--- config.mk ---
export PLATFORM = sky130hd
export DESIGN_NAME = i2c_reg_slave
export DESIGN_NICKNAME = d
export VERILOG_FILES = /design/src/rtl/i2c_reg_slave.sv
export SDC_FILE = /design/constraint.sdc
export NUM_CORES = 1
export LEC_CHECK = 0
export ABC_CLOCK_PERIOD_IN_PS = 6800
export BUFFER_PORTS_ARGS = -buffer_cell sky130_fd_sc_hd__buf_2
export CAP_MARGIN = 0
export CORE_ASPECT_RATIO = 1.2
export CORE_MARGIN = 2
export CORE_UTILIZATION = 55
export CTS_CLUSTER_DIAMETER = 30
export DETAILED_ROUTE_END_ITERATION = 8
export GPL_TIMING_DRIVEN = 0
export PLACE_DENSITY_LB_ADDON = 0.1
export SYNTH_ARGS = -nofsm -noshare
export SYNTH_HDL_FRONTEND = slang
export SYNTH_SLANG_ARGS = --single-unit
--- constraint.sdc ---
create_clock -name clk -period 6.8 [get_ports clk]
set_clock_uncertainty 0.2 [all_clocks]
set_input_delay 1.36 -clock clk [delete_from_list [all_inputs] [get_ports clk]]
set_output_delay 1.36 -clock clk [all_outputs]
set_load 0.02 [all_outputs]
--- src/rtl/i2c_reg_slave.sv ---
`timescale 1ns/1ps
module i2c_reg_slave #(
  parameter logic [6:0] DEV_ADDR = 7'b1011000,
  parameter int         FILT_LEN = 3
) (
  input  logic       clk,
  input  logic       rst_n,
  input  logic       scl_in,
  input  logic       sda_in,
  input  logic       addr_sel,
  output logic       sda_drive_low,
  output logic       reg_wr,
  output logic       store_pulse,
  output logic [7:0] reg_addr,
  output logic [7:0] reg_wdata,
  input  logic [7:0] reg_rdata
);
  localparam int FW = $clog2(FILT_LEN + 1);
  localparam logic [FW-1:0] FMAX = FW'(FILT_LEN - 1);
  localparam logic [7:0] STORE_LOC = 8'hFF;

  typedef enum logic [3:0] {
    ST_IDLE, ST_ADDR, ST_AACK, ST_SUB, ST_SACK, ST_WDAT, ST_WACK, ST_RDAT, ST_RACK
  } st_t;

  logic [1:0] scl_s, sda_s;
  logic scl_f, sda_f, scl_q, sda_q;
  logic [FW-1:0] scl_c, sda_c;
  st_t st;
  logic [7:0] sh, ptr;
  logic [3:0] cnt;
  logic rw, mack;

  always_ff @(posedge clk or negedge rst_n)
    if (!rst_n) begin
      scl_s <= 2'b11; sda_s <= 2'b11;
      scl_f <= 1'b1;  sda_f <= 1'b1;
      scl_q <= 1'b1;  sda_q <= 1'b1;
      scl_c <= '0;    sda_c <= '0;
    end else begin
      scl_s <= {scl_s[0], scl_in};
      sda_s <= {sda_s[0], sda_in};
      scl_q <= scl_f;
      sda_q <= sda_f;
      if (scl_s[1] == scl_f) scl_c <= '0;
      else if (scl_c == FMAX) begin scl_f <= scl_s[1]; scl_c <= '0; end
      else scl_c <= scl_c + 1'b1;
      if (sda_s[1] == sda_f) sda_c <= '0;
      else if (sda_c == FMAX) begin sda_f <= sda_s[1]; sda_c <= '0; end
      else sda_c <= sda_c + 1'b1;
    end

  wire scl_rise = scl_f & ~scl_q;
  wire scl_fall = ~scl_f & scl_q;
  wire bus_start = scl_f & scl_q & sda_q & ~sda_f;
  wire bus_stop  = scl_f & scl_q & ~sda_q & sda_f;
  wire [6:0] my_addr = {DEV_ADDR[6:1], addr_sel};

  assign reg_addr  = ptr;
  assign reg_wdata = sh;

  always_ff @(posedge clk or negedge rst_n)
    if (!rst_n) begin
      st <= ST_IDLE; sh <= '0; ptr <= '0; cnt <= '0;
      rw <= 1'b0; mack <= 1'b0;
      sda_drive_low <= 1'b0; reg_wr <= 1'b0; store_pulse <= 1'b0;
    end else begin
      reg_wr <= 1'b0;
      store_pulse <= 1'b0;
      if (bus_start) begin
        st <= ST_ADDR; cnt <= '0; sda_drive_low <= 1'b0;
      end else if (bus_stop) begin
        st <= ST_IDLE; sda_drive_low <= 1'b0;
      end else begin
        case (st)
          ST_ADDR, ST_SUB, ST_WDAT:
            if (scl_rise && cnt != 4'd8) begin
              sh <= {sh[6:0], sda_f};
              cnt <= cnt + 4'd1;
            end else if (scl_fall && cnt == 4'd8) begin
              cnt <= '0;
              if (st == ST_ADDR) begin
                if (sh[7:1] == my_addr) begin
                  rw <= sh[0]; sda_drive_low <= 1'b1; st <= ST_AACK;
                end else st <= ST_IDLE;
              end else if (st == ST_SUB) begin
                ptr <= sh; sda_drive_low <= 1'b1; st <= ST_SACK;
              end else begin
                if (ptr == STORE_LOC) store_pulse <= 1'b1;
                else reg_wr <= 1'b1;
                sda_drive_low <= 1'b1; st <= ST_WACK;
              end
            end
          ST_AACK:
            if (scl_fall) begin
              cnt <= '0;
              if (rw) begin
                sh <= reg_rdata; sda_drive_low <= ~reg_rdata[7]; st <= ST_RDAT;
              end else begin
                sda_drive_low <= 1'b0; st <= ST_SUB;
              end
            end
          ST_SACK:
            if (scl_fall) begin sda_drive_low <= 1'b0; st <= ST_WDAT; end
          ST_WACK:
            if (scl_fall) begin
              sda_drive_low <= 1'b0; ptr <= ptr + 8'd1; st <= ST_WDAT;
            end
          ST_RDAT:
            if (scl_rise) cnt <= cnt + 4'd1;
            else if (scl_fall) begin
              if (cnt == 4'd8) begin
                sda_drive_low <= 1'b0; ptr <= ptr + 8'd1; st <= ST_RACK;
              end else begin
                sh <= {sh[6:0], 1'b0}; sda_drive_low <= ~sh[6];
              end
            end
          ST_RACK:
            if (scl_rise) mack <= ~sda_f;
            else if (scl_fall) begin
              cnt <= '0;
              if (mack) begin
                sh <= reg_rdata; sda_drive_low <= ~reg_rdata[7]; st <= ST_RDAT;
              end else st <= ST_IDLE;
            end
          default: ;
        endcase
      end
    end

  AST_DRIVE_SCL_LOW: assert property (@(posedge clk) disable iff (!rst_n)
    !$stable(sda_drive_low) |-> !scl_f);
  AST_IDLE_QUIET: assert property (@(posedge clk) disable iff (!rst_n)
    (st == ST_IDLE) |-> (!sda_drive_low && !reg_wr));
  AST_WR_ONE_CYCLE: assert property (@(posedge clk) disable iff (!rst_n)
    reg_wr |=> !reg_wr);
  AST_STORE_NOT_WR: assert property (@(posedge clk) disable iff (!rst_n)
    store_pulse |-> (!reg_wr && reg_addr == STORE_LOC));
  AST_NO_WR_AT_TOP: assert property (@(posedge clk) disable iff (!rst_n)
    reg_wr |-> (reg_addr != STORE_LOC));
  AST_STORE_ONE_CYCLE: assert property (@(posedge clk) disable iff (!rst_n)
    store_pulse |=> !store_pulse);
endmodule

==> summary.md, run 1 <==
| Metric | Value |
|---|---|
| Worst skew pair latency | approximately 300 ps |
| Placement Setup Slack | ~4000 ps |
| Crit path kind | reg2reg |
| Max-Cap Viols | 0 |
| Die area | ~4900 sq um |
| GP Congestion | 0.913 |
| Distinct cells, synth | 60 |
| Yosys top cell area share | 34.2% |
| Slew margin rel. | 40.7% |
| #FFs+latches synth | 41 |
| Clk buf depth | 2 |
| Critical path arrival | between 2000 and 3000 ps |
| DPL Wire Length | between 3000 and 4000 um |
| Worst hold stages | 0 |
| Setup slack after layout | 4100 ps |
| Seq/Total Area, Yosys | 42.9% |
| Fin area | ~2700 sq um |
| Worst Hold End | scl_s[1] |
| Initial antenna violation count | 0 |
| Static leakage | roughly 0.0012 uW |
| Worst Tran Pin Value | 890 ps |
| Setup tns final | 0 ps |
| Top cells by area, synth | dfrtp_1 34%, dfstp_2 8.7%, nand2_1 6.4% |
| Final setup violating endpoints | 0 |
| I/O Pins | 32 |
| Cell Area, Synth | roughly 2400 sq um |
| # port buffers | 31 |
| Minimum clock period | 2700 ps |
| CP required | about 6800 ps |
| Htree depth | 2 |
| Vias in the first global route | just under 2000 |
| Via density | 5.82 |
| Drt wl/cell | approximately 15 um |
| Worst-path maximum fanout | 8 |
| Hold buffer count at cts | 0 |
| 1st-pass router iterations | 5 |
| CTS Root Cell | clkbuf_8 |
| Share of cells above drive strength 1 | 23.7% |
| Worst VDD drop | 0.204 mV |
| CTS tree | built |
| DR DRC count | 0 |
| Ys Warns | 0 |
| Synth Flop Type | dfrtp_1 |
| Max-slew violation count | 0 |
| Synth async-reset ratio | between 90% and 100% |
| Post-Syn Nets | between 200 and 300 |
| Worst min path class | reg2reg |
| Count leader, synth | nand2_1 |
| Synth area leader | dfrtp_1 |
| Final #Nets | ~320 |
| Reg2reg path depth | 8 |
| Run status | complete, no violations |
| Largest net degree at the start of global routing | 42 |
| Reg-to-reg startpoint | cnt[0] |
| R2R Path End | reg_wdata[1] |
| TritonCTS buffer count | 5 |
| Cells after Synth | roughly 270 |
| Fin crit share | roughly 40% |
| Gr usage total | 24.3% |
| Pwr per Cell Area | 425 nW/um^2 |
| Area grow syn2layout | 13.2% |
| Starting Density | between 50% and 60% |
| Number of core rows | 26 |
| Vias | approximately 2100 |
| Post-Place Cell Area | approximately 2600 sq um |
| Post-synth EDFFs | 0 |
| Worst setup SP type | flop |
| Most common library cells after synthesis | 41 x nand2_1, 33 x dfrtp_1, 15 x a21oi_1, 15 x nor2_1, 13 x o21ai_0 |
| Antenna cells | 0 |
| Unrepaired setup endpoints after global routing | false |
| Hold Crit Start | scl_s[0] |
| Die Y | 76.5 um |
| Fmax | roughly 0.37 GHz |
| Core ar. | about 4200 sq um |
| Reg clk slew, reported paths | ~70 ps |
| Core Util, Final | 64.6% |
| Worst setup EP type | flop |
| Cts repair resizes | 0 |
| Total Power | ~1200 uW |
| Reg-to-reg slack, setup | between 4000 and 5000 ps |
| DRT iter0 DRCs | 132 |
| Post-Route WL | about 5400 um |
| First-pass GRT wire length | ~9300 um |
| CTS sink cnt | between 40 and 50 |
| Postcts setup bufs | 0 |
| Post-route ant nets | 0 |
| GR Overflow Total | 0 |
| Hold Fails Final Rpt | 0 |
| Die width | 64.5 um |
| Synthesized area per cell | about 9.1 sq um |
-- worst max-delay path by stage --
stage,startpoint,endpoint,slack [ps],depth (start not counted)
3_5_place_dp,addr_sel,st[1],4020,5
2_1_floorplan,addr_sel,st[1],4310,4
6_report,cnt[0],reg_wdata[1],4100,8
3_3_place_gp,addr_sel,st[1],4030,5
5_1_grt,cnt[0],reg_wdata[1],3960,8
4_1_cts,cnt[0],reg_wdata[2],4070,8
-- metal layers --
metal	routed length, um	up-vias	global-route usage [%]
met5	0	-	0
met4	129	0	11.1
met3	290	14	5.61
met2	2650	68	39.3
met1	2340	989	30.9
li1	-	1025	-
-- power breakdown --
group / internal (uW) / switching (uW)
Combinational: 234 / 345
Sequential: 335 / 83.8
Clock: 82.4 / 82.0
Total: 651 / 511
-- state kept, by name, indices dropped and copies added, names as in the netlist, 2 cells and up --
name,count
scl_c,2
reg_addr,8
scl_s,2
sda_s,2
sda_c,2
cnt,4
st,4
reg_wdata,8
-- through the flow --
step / hold WS (ps) / instances
global placement: 149 / 352
CTS: 161 / 360
detailed placement: 150 / 352
finish: 160 / 360
floorplan: 145 / 265
global route: 162 / 360
-- logic make-up after synthesis --
| group | after synthesis | synth area share (%) |
|---|---|---|
| DFF | 41 | 42.9 |
| adders and majority gates | 3 | 1.56 |
| xor gates and xnor gates | 5 | 1.82 |
| AOI/OAI and AO/OA | 58 | 16.3 |
| buffers and inverters | 19 | 3.79 |
| muxes | 14 | 6.43 |
| and+or+nand+nor | 125 | 27.2 |
-- cells in the final DEF (no fill, tap or decap), types with 3 or more instances in the layout --
cell type and instances:
nand3_1 10, or3_1 3, nand2b_1 6, dfrtp_1 33, clkbuf_8 6, clkbuf_1 4
buf_2 37, ha_1 3, a21boi_0 3, dfstp_2 8, mux2_2 12, nor2b_1 11
xnor2_1 4, nor3_1 10, o21ai_0 13, and3_1 5, nor3b_1 3, inv_1 5
and2_1 3, nand4b_1 3, nor2_1 15, a31oi_1 3, nand2_1 41, a21oi_1 15
-- final cells by class --
cell class / instances / area [sq um]
clock buffer: 7 / 86.3
clock inverter: 1 / 7.51
fill: 371 / 1500
multi-input combinational: 205 / 1280
timing repair buffer: 31 / 155
inverter: 6 / 22.5
buffer: 13 / 68.8
tap: 56 / 70.1
sequential: 41 / 1040
-- worst max-delay path, stage by stage (launching register included) --
cell,delay (ps)
dfrtp_1,410
inv_1,60
ha_1,230
and3b_1,180
clkbuf_2,150
nor3_1,200
o31ai_1,140
a2111oi_4,620
mux2_2,400
No activity file was read; power rests on OpenSTA's default activity.
==> run 2: changes to the inputs <==
--- a/config.mk
+++ b/config.mk
@@ -5,7 +5,7 @@
 export SDC_FILE = /design/constraint.sdc
 export NUM_CORES = 1
 export LEC_CHECK = 0
-export ABC_CLOCK_PERIOD_IN_PS = 6800
+export ABC_CLOCK_PERIOD_IN_PS = 2600
 export BUFFER_PORTS_ARGS = -buffer_cell sky130_fd_sc_hd__buf_2
 export CAP_MARGIN = 0
 export CORE_ASPECT_RATIO = 1.2
==> constraint.sdc (replaced) <==
create_clock -name clk -period 2.6 [get_ports clk]
set_clock_uncertainty 0.2 [all_clocks]
set_input_delay 0.52 -clock clk [delete_from_list [all_inputs] [get_ports clk]]
set_output_delay 0.52 -clock clk [all_outputs]
set_load 0.02 [all_outputs]
==> run 2 against run 1 <==
Non-clock buffer count up 3; critical path depth up 1; sequential share of layout area down 0.51 points; cell count up 0.83%; maximum frequency up 8.4%; die area unchanged; total power rose to 2.7 times the previous value; register-to-register slack worse by 4000 ps; first-iteration DRC count up 7.6%; global-route usage unchanged; clock-buffer cell count unchanged; worst setup slack worse by 4000 ps; critical path type unchanged.
==> summary.md, run 2 (same netlist as run 1, synthesis figures left out) <==
| Metric | Value |
|---|---|
| Initial antenna violation count | 0 |
| Number of core rows | 26 |
| Leading cell types in the layout, fill and taps excluded | 41 x nand2_1, 37 x buf_2, 33 x dfrtp_1, 15 x nor2_1, 14 x a21oi_1 |
| Fmax | roughly 0.40 GHz |
| Switching Power | between 1000 and 1500 uW |
| Die area | slightly below 5000 sq um |
| CTS tree | built |
| Pwr per Cell Area | approximately 1100 nW/um^2 |
| TritonCTS buffer count | 5 |
| Crit path kind | reg2reg |
| Seq pwr share | 35.3% |
| DPL Wire Length | about 3900 um |
| Die width | roughly 64 um |
| Share of cells above drive strength 1 | ~25% |
| Worst-path maximum fanout | 8 |
| CTS sink cnt | just over 40 |
| Gr usage total | about a quarter |
| Highest routing layer actually used | met4 |
| Combinational Power Share | between 50% and 60% |
| Total Power | roughly 3100 uW |
| Final #Nets | around 320 |
| Die Y | 76.5 um |
| Post-route ant nets | 0 |
| Worst setup EP type | flop |
| Fin crit share | roughly 96% |
| Worst hold stages | 1 |
| Drt wl/cell | 15.2 um |
| Htree depth | 2 |
| Max-Cap Viols | 0 |
| I/O Pins | 32 |
| M1 wire length | roughly 2400 um |
| Worst skew pair latency | around 300 ps |
| Clk buf depth | 2 |
| Metal3 WL | 304 um |
| Slew margin rel. | approximately two fifths |
| # port buffers | 31 |
| 1st-pass router iterations | 4 |
| Max-slew violation count | 0 |
| GR Overflow Total | 0 |
| Static leakage | 0.00124 uW |
| Clock network power share | 13.9% |
| Worst hold margin | 119 ps |
| Worst Tran Pin Value | approximately 890 ps |
| Antenna cells | 0 |
| Reg2reg path depth | 9 |
| Hold Fails Final Rpt | 0 |
| Via density | just under 6 |
| CTS Root Cell | clkbuf_8 |
| GP Congestion | between 0.9 and 1 |
| Vias in the first global route | just under 2000 |
| First-pass GRT wire length | just over 9000 um |
| Worst min path class | in2reg |
| Core ar. | approximately 4200 sq um |
| Commonest non-fill, non-tap cell in the layout | nand2_1 |
| DR DRC count | 0 |
| Sw frac | between 40% and 50% |
| Run status | complete, no violations |
| Vias | 2136 |
| CP required | approximately 2600 ps |
| Worst VDD drop | 0.555 mV |
| Reg clk slew, reported paths | 70 ps |
| Area grow syn2layout | 14.8% |
| Final setup violating endpoints | 0 |
| Minimum clock period | approximately 2500 ps |
| Metal2 WL | about 2700 um |
| Critical path arrival | around 2500 ps |
| Internal power | around 1700 uW |
| Post-Route WL | around 5500 um |
| Largest net degree at the start of global routing | 42 |
| Worst setup SP type | flop |
| DRT iter0 DRCs | between 100 and 150 |
| Starting Density | a little under three fifths |
run 2: cell types whose count changed in the layout (fill, tap and decap cells not counted), sizes merged:
cell,change
buf,+3
run 2: cell type report:
class | count | area [sq um]
clock inverters | 1 | 7.51
flip-flops and latches | 41 | 1040
inverters | 6 | 22.5
plain buffers | 13 | 68.8
fillers | 366 | 1460
well taps | 56 | 70.1
clock buffers | 7 | 86.3
repair buffers | 34 | 181
multi-input cells | 205 | 1300
run 2: metrics by stage:
step           TNS (ps)  setup WS [ps]  instances  utilization [%]  instance area (sq um)
2_1_floorplan         0            158        265                -                   2410
3_3_place_gp       -852           -113        352             62.4                   2640
3_5_place_dp       -865           -114        352             62.4                   2640
4_1_cts               0           16.4        361             64.9                   2740
5_1_grt           -2.15          -2.15        363             65.5                   2770
6_report              0            105        363             65.5                   2770
run 2: power by group through the flow:
stage / sequential [uW] / combinational (uW) / clock (uW)
2_1_floorplan: 1190 / 1010 / 0
3_3_place_gp: 1100 / 1500 / 0
3_5_place_dp: 1100 / 1500 / 0
4_1_cts: 1090 / 1530 / 445
5_1_grt: 1120 / 1750 / 472
6_report: 1090 / 1570 / 431
run 2: repair_timing:
item / in CTS / in global routing
resized for setup: 1 / 2
gates cloned: 0 / 0
buffers inserted: 1 / 2
hold buffers: 0 / 0
setup endpoints to repair: 8 / 10
pin swaps: 1 / 1
run 2: final timing paths:
check,from,end,slack [ps]
max,cnt[0],reg_wdata[1],110
min,scl_in,scl_s[0],120
min in group asynchronous,rst_n,reg_addr[6],140
min reg2reg,scl_s[0],scl_s[1],160
max reg2reg,cnt[0],reg_wdata[1],110
max in group asynchronous,rst_n,mack,1490
run 2: metal layers:
metal	global-route usage (%)	vias up
met5	0	-
met4	11.1	0
met3	5.61	14
met2	39.3	80
met1	30.9	1010
li1	-	1032
run 2: worst max-delay path, cell delays in order, from the launching register on:
cell and delay, ps:
dfrtp_1 380, inv_1 50, ha_1 220, and3b_1 180, clkbuf_2 150, nor3_1 200, o31ai_1 140, a2111oi_4 330
buf_6 180, mux2_2 330
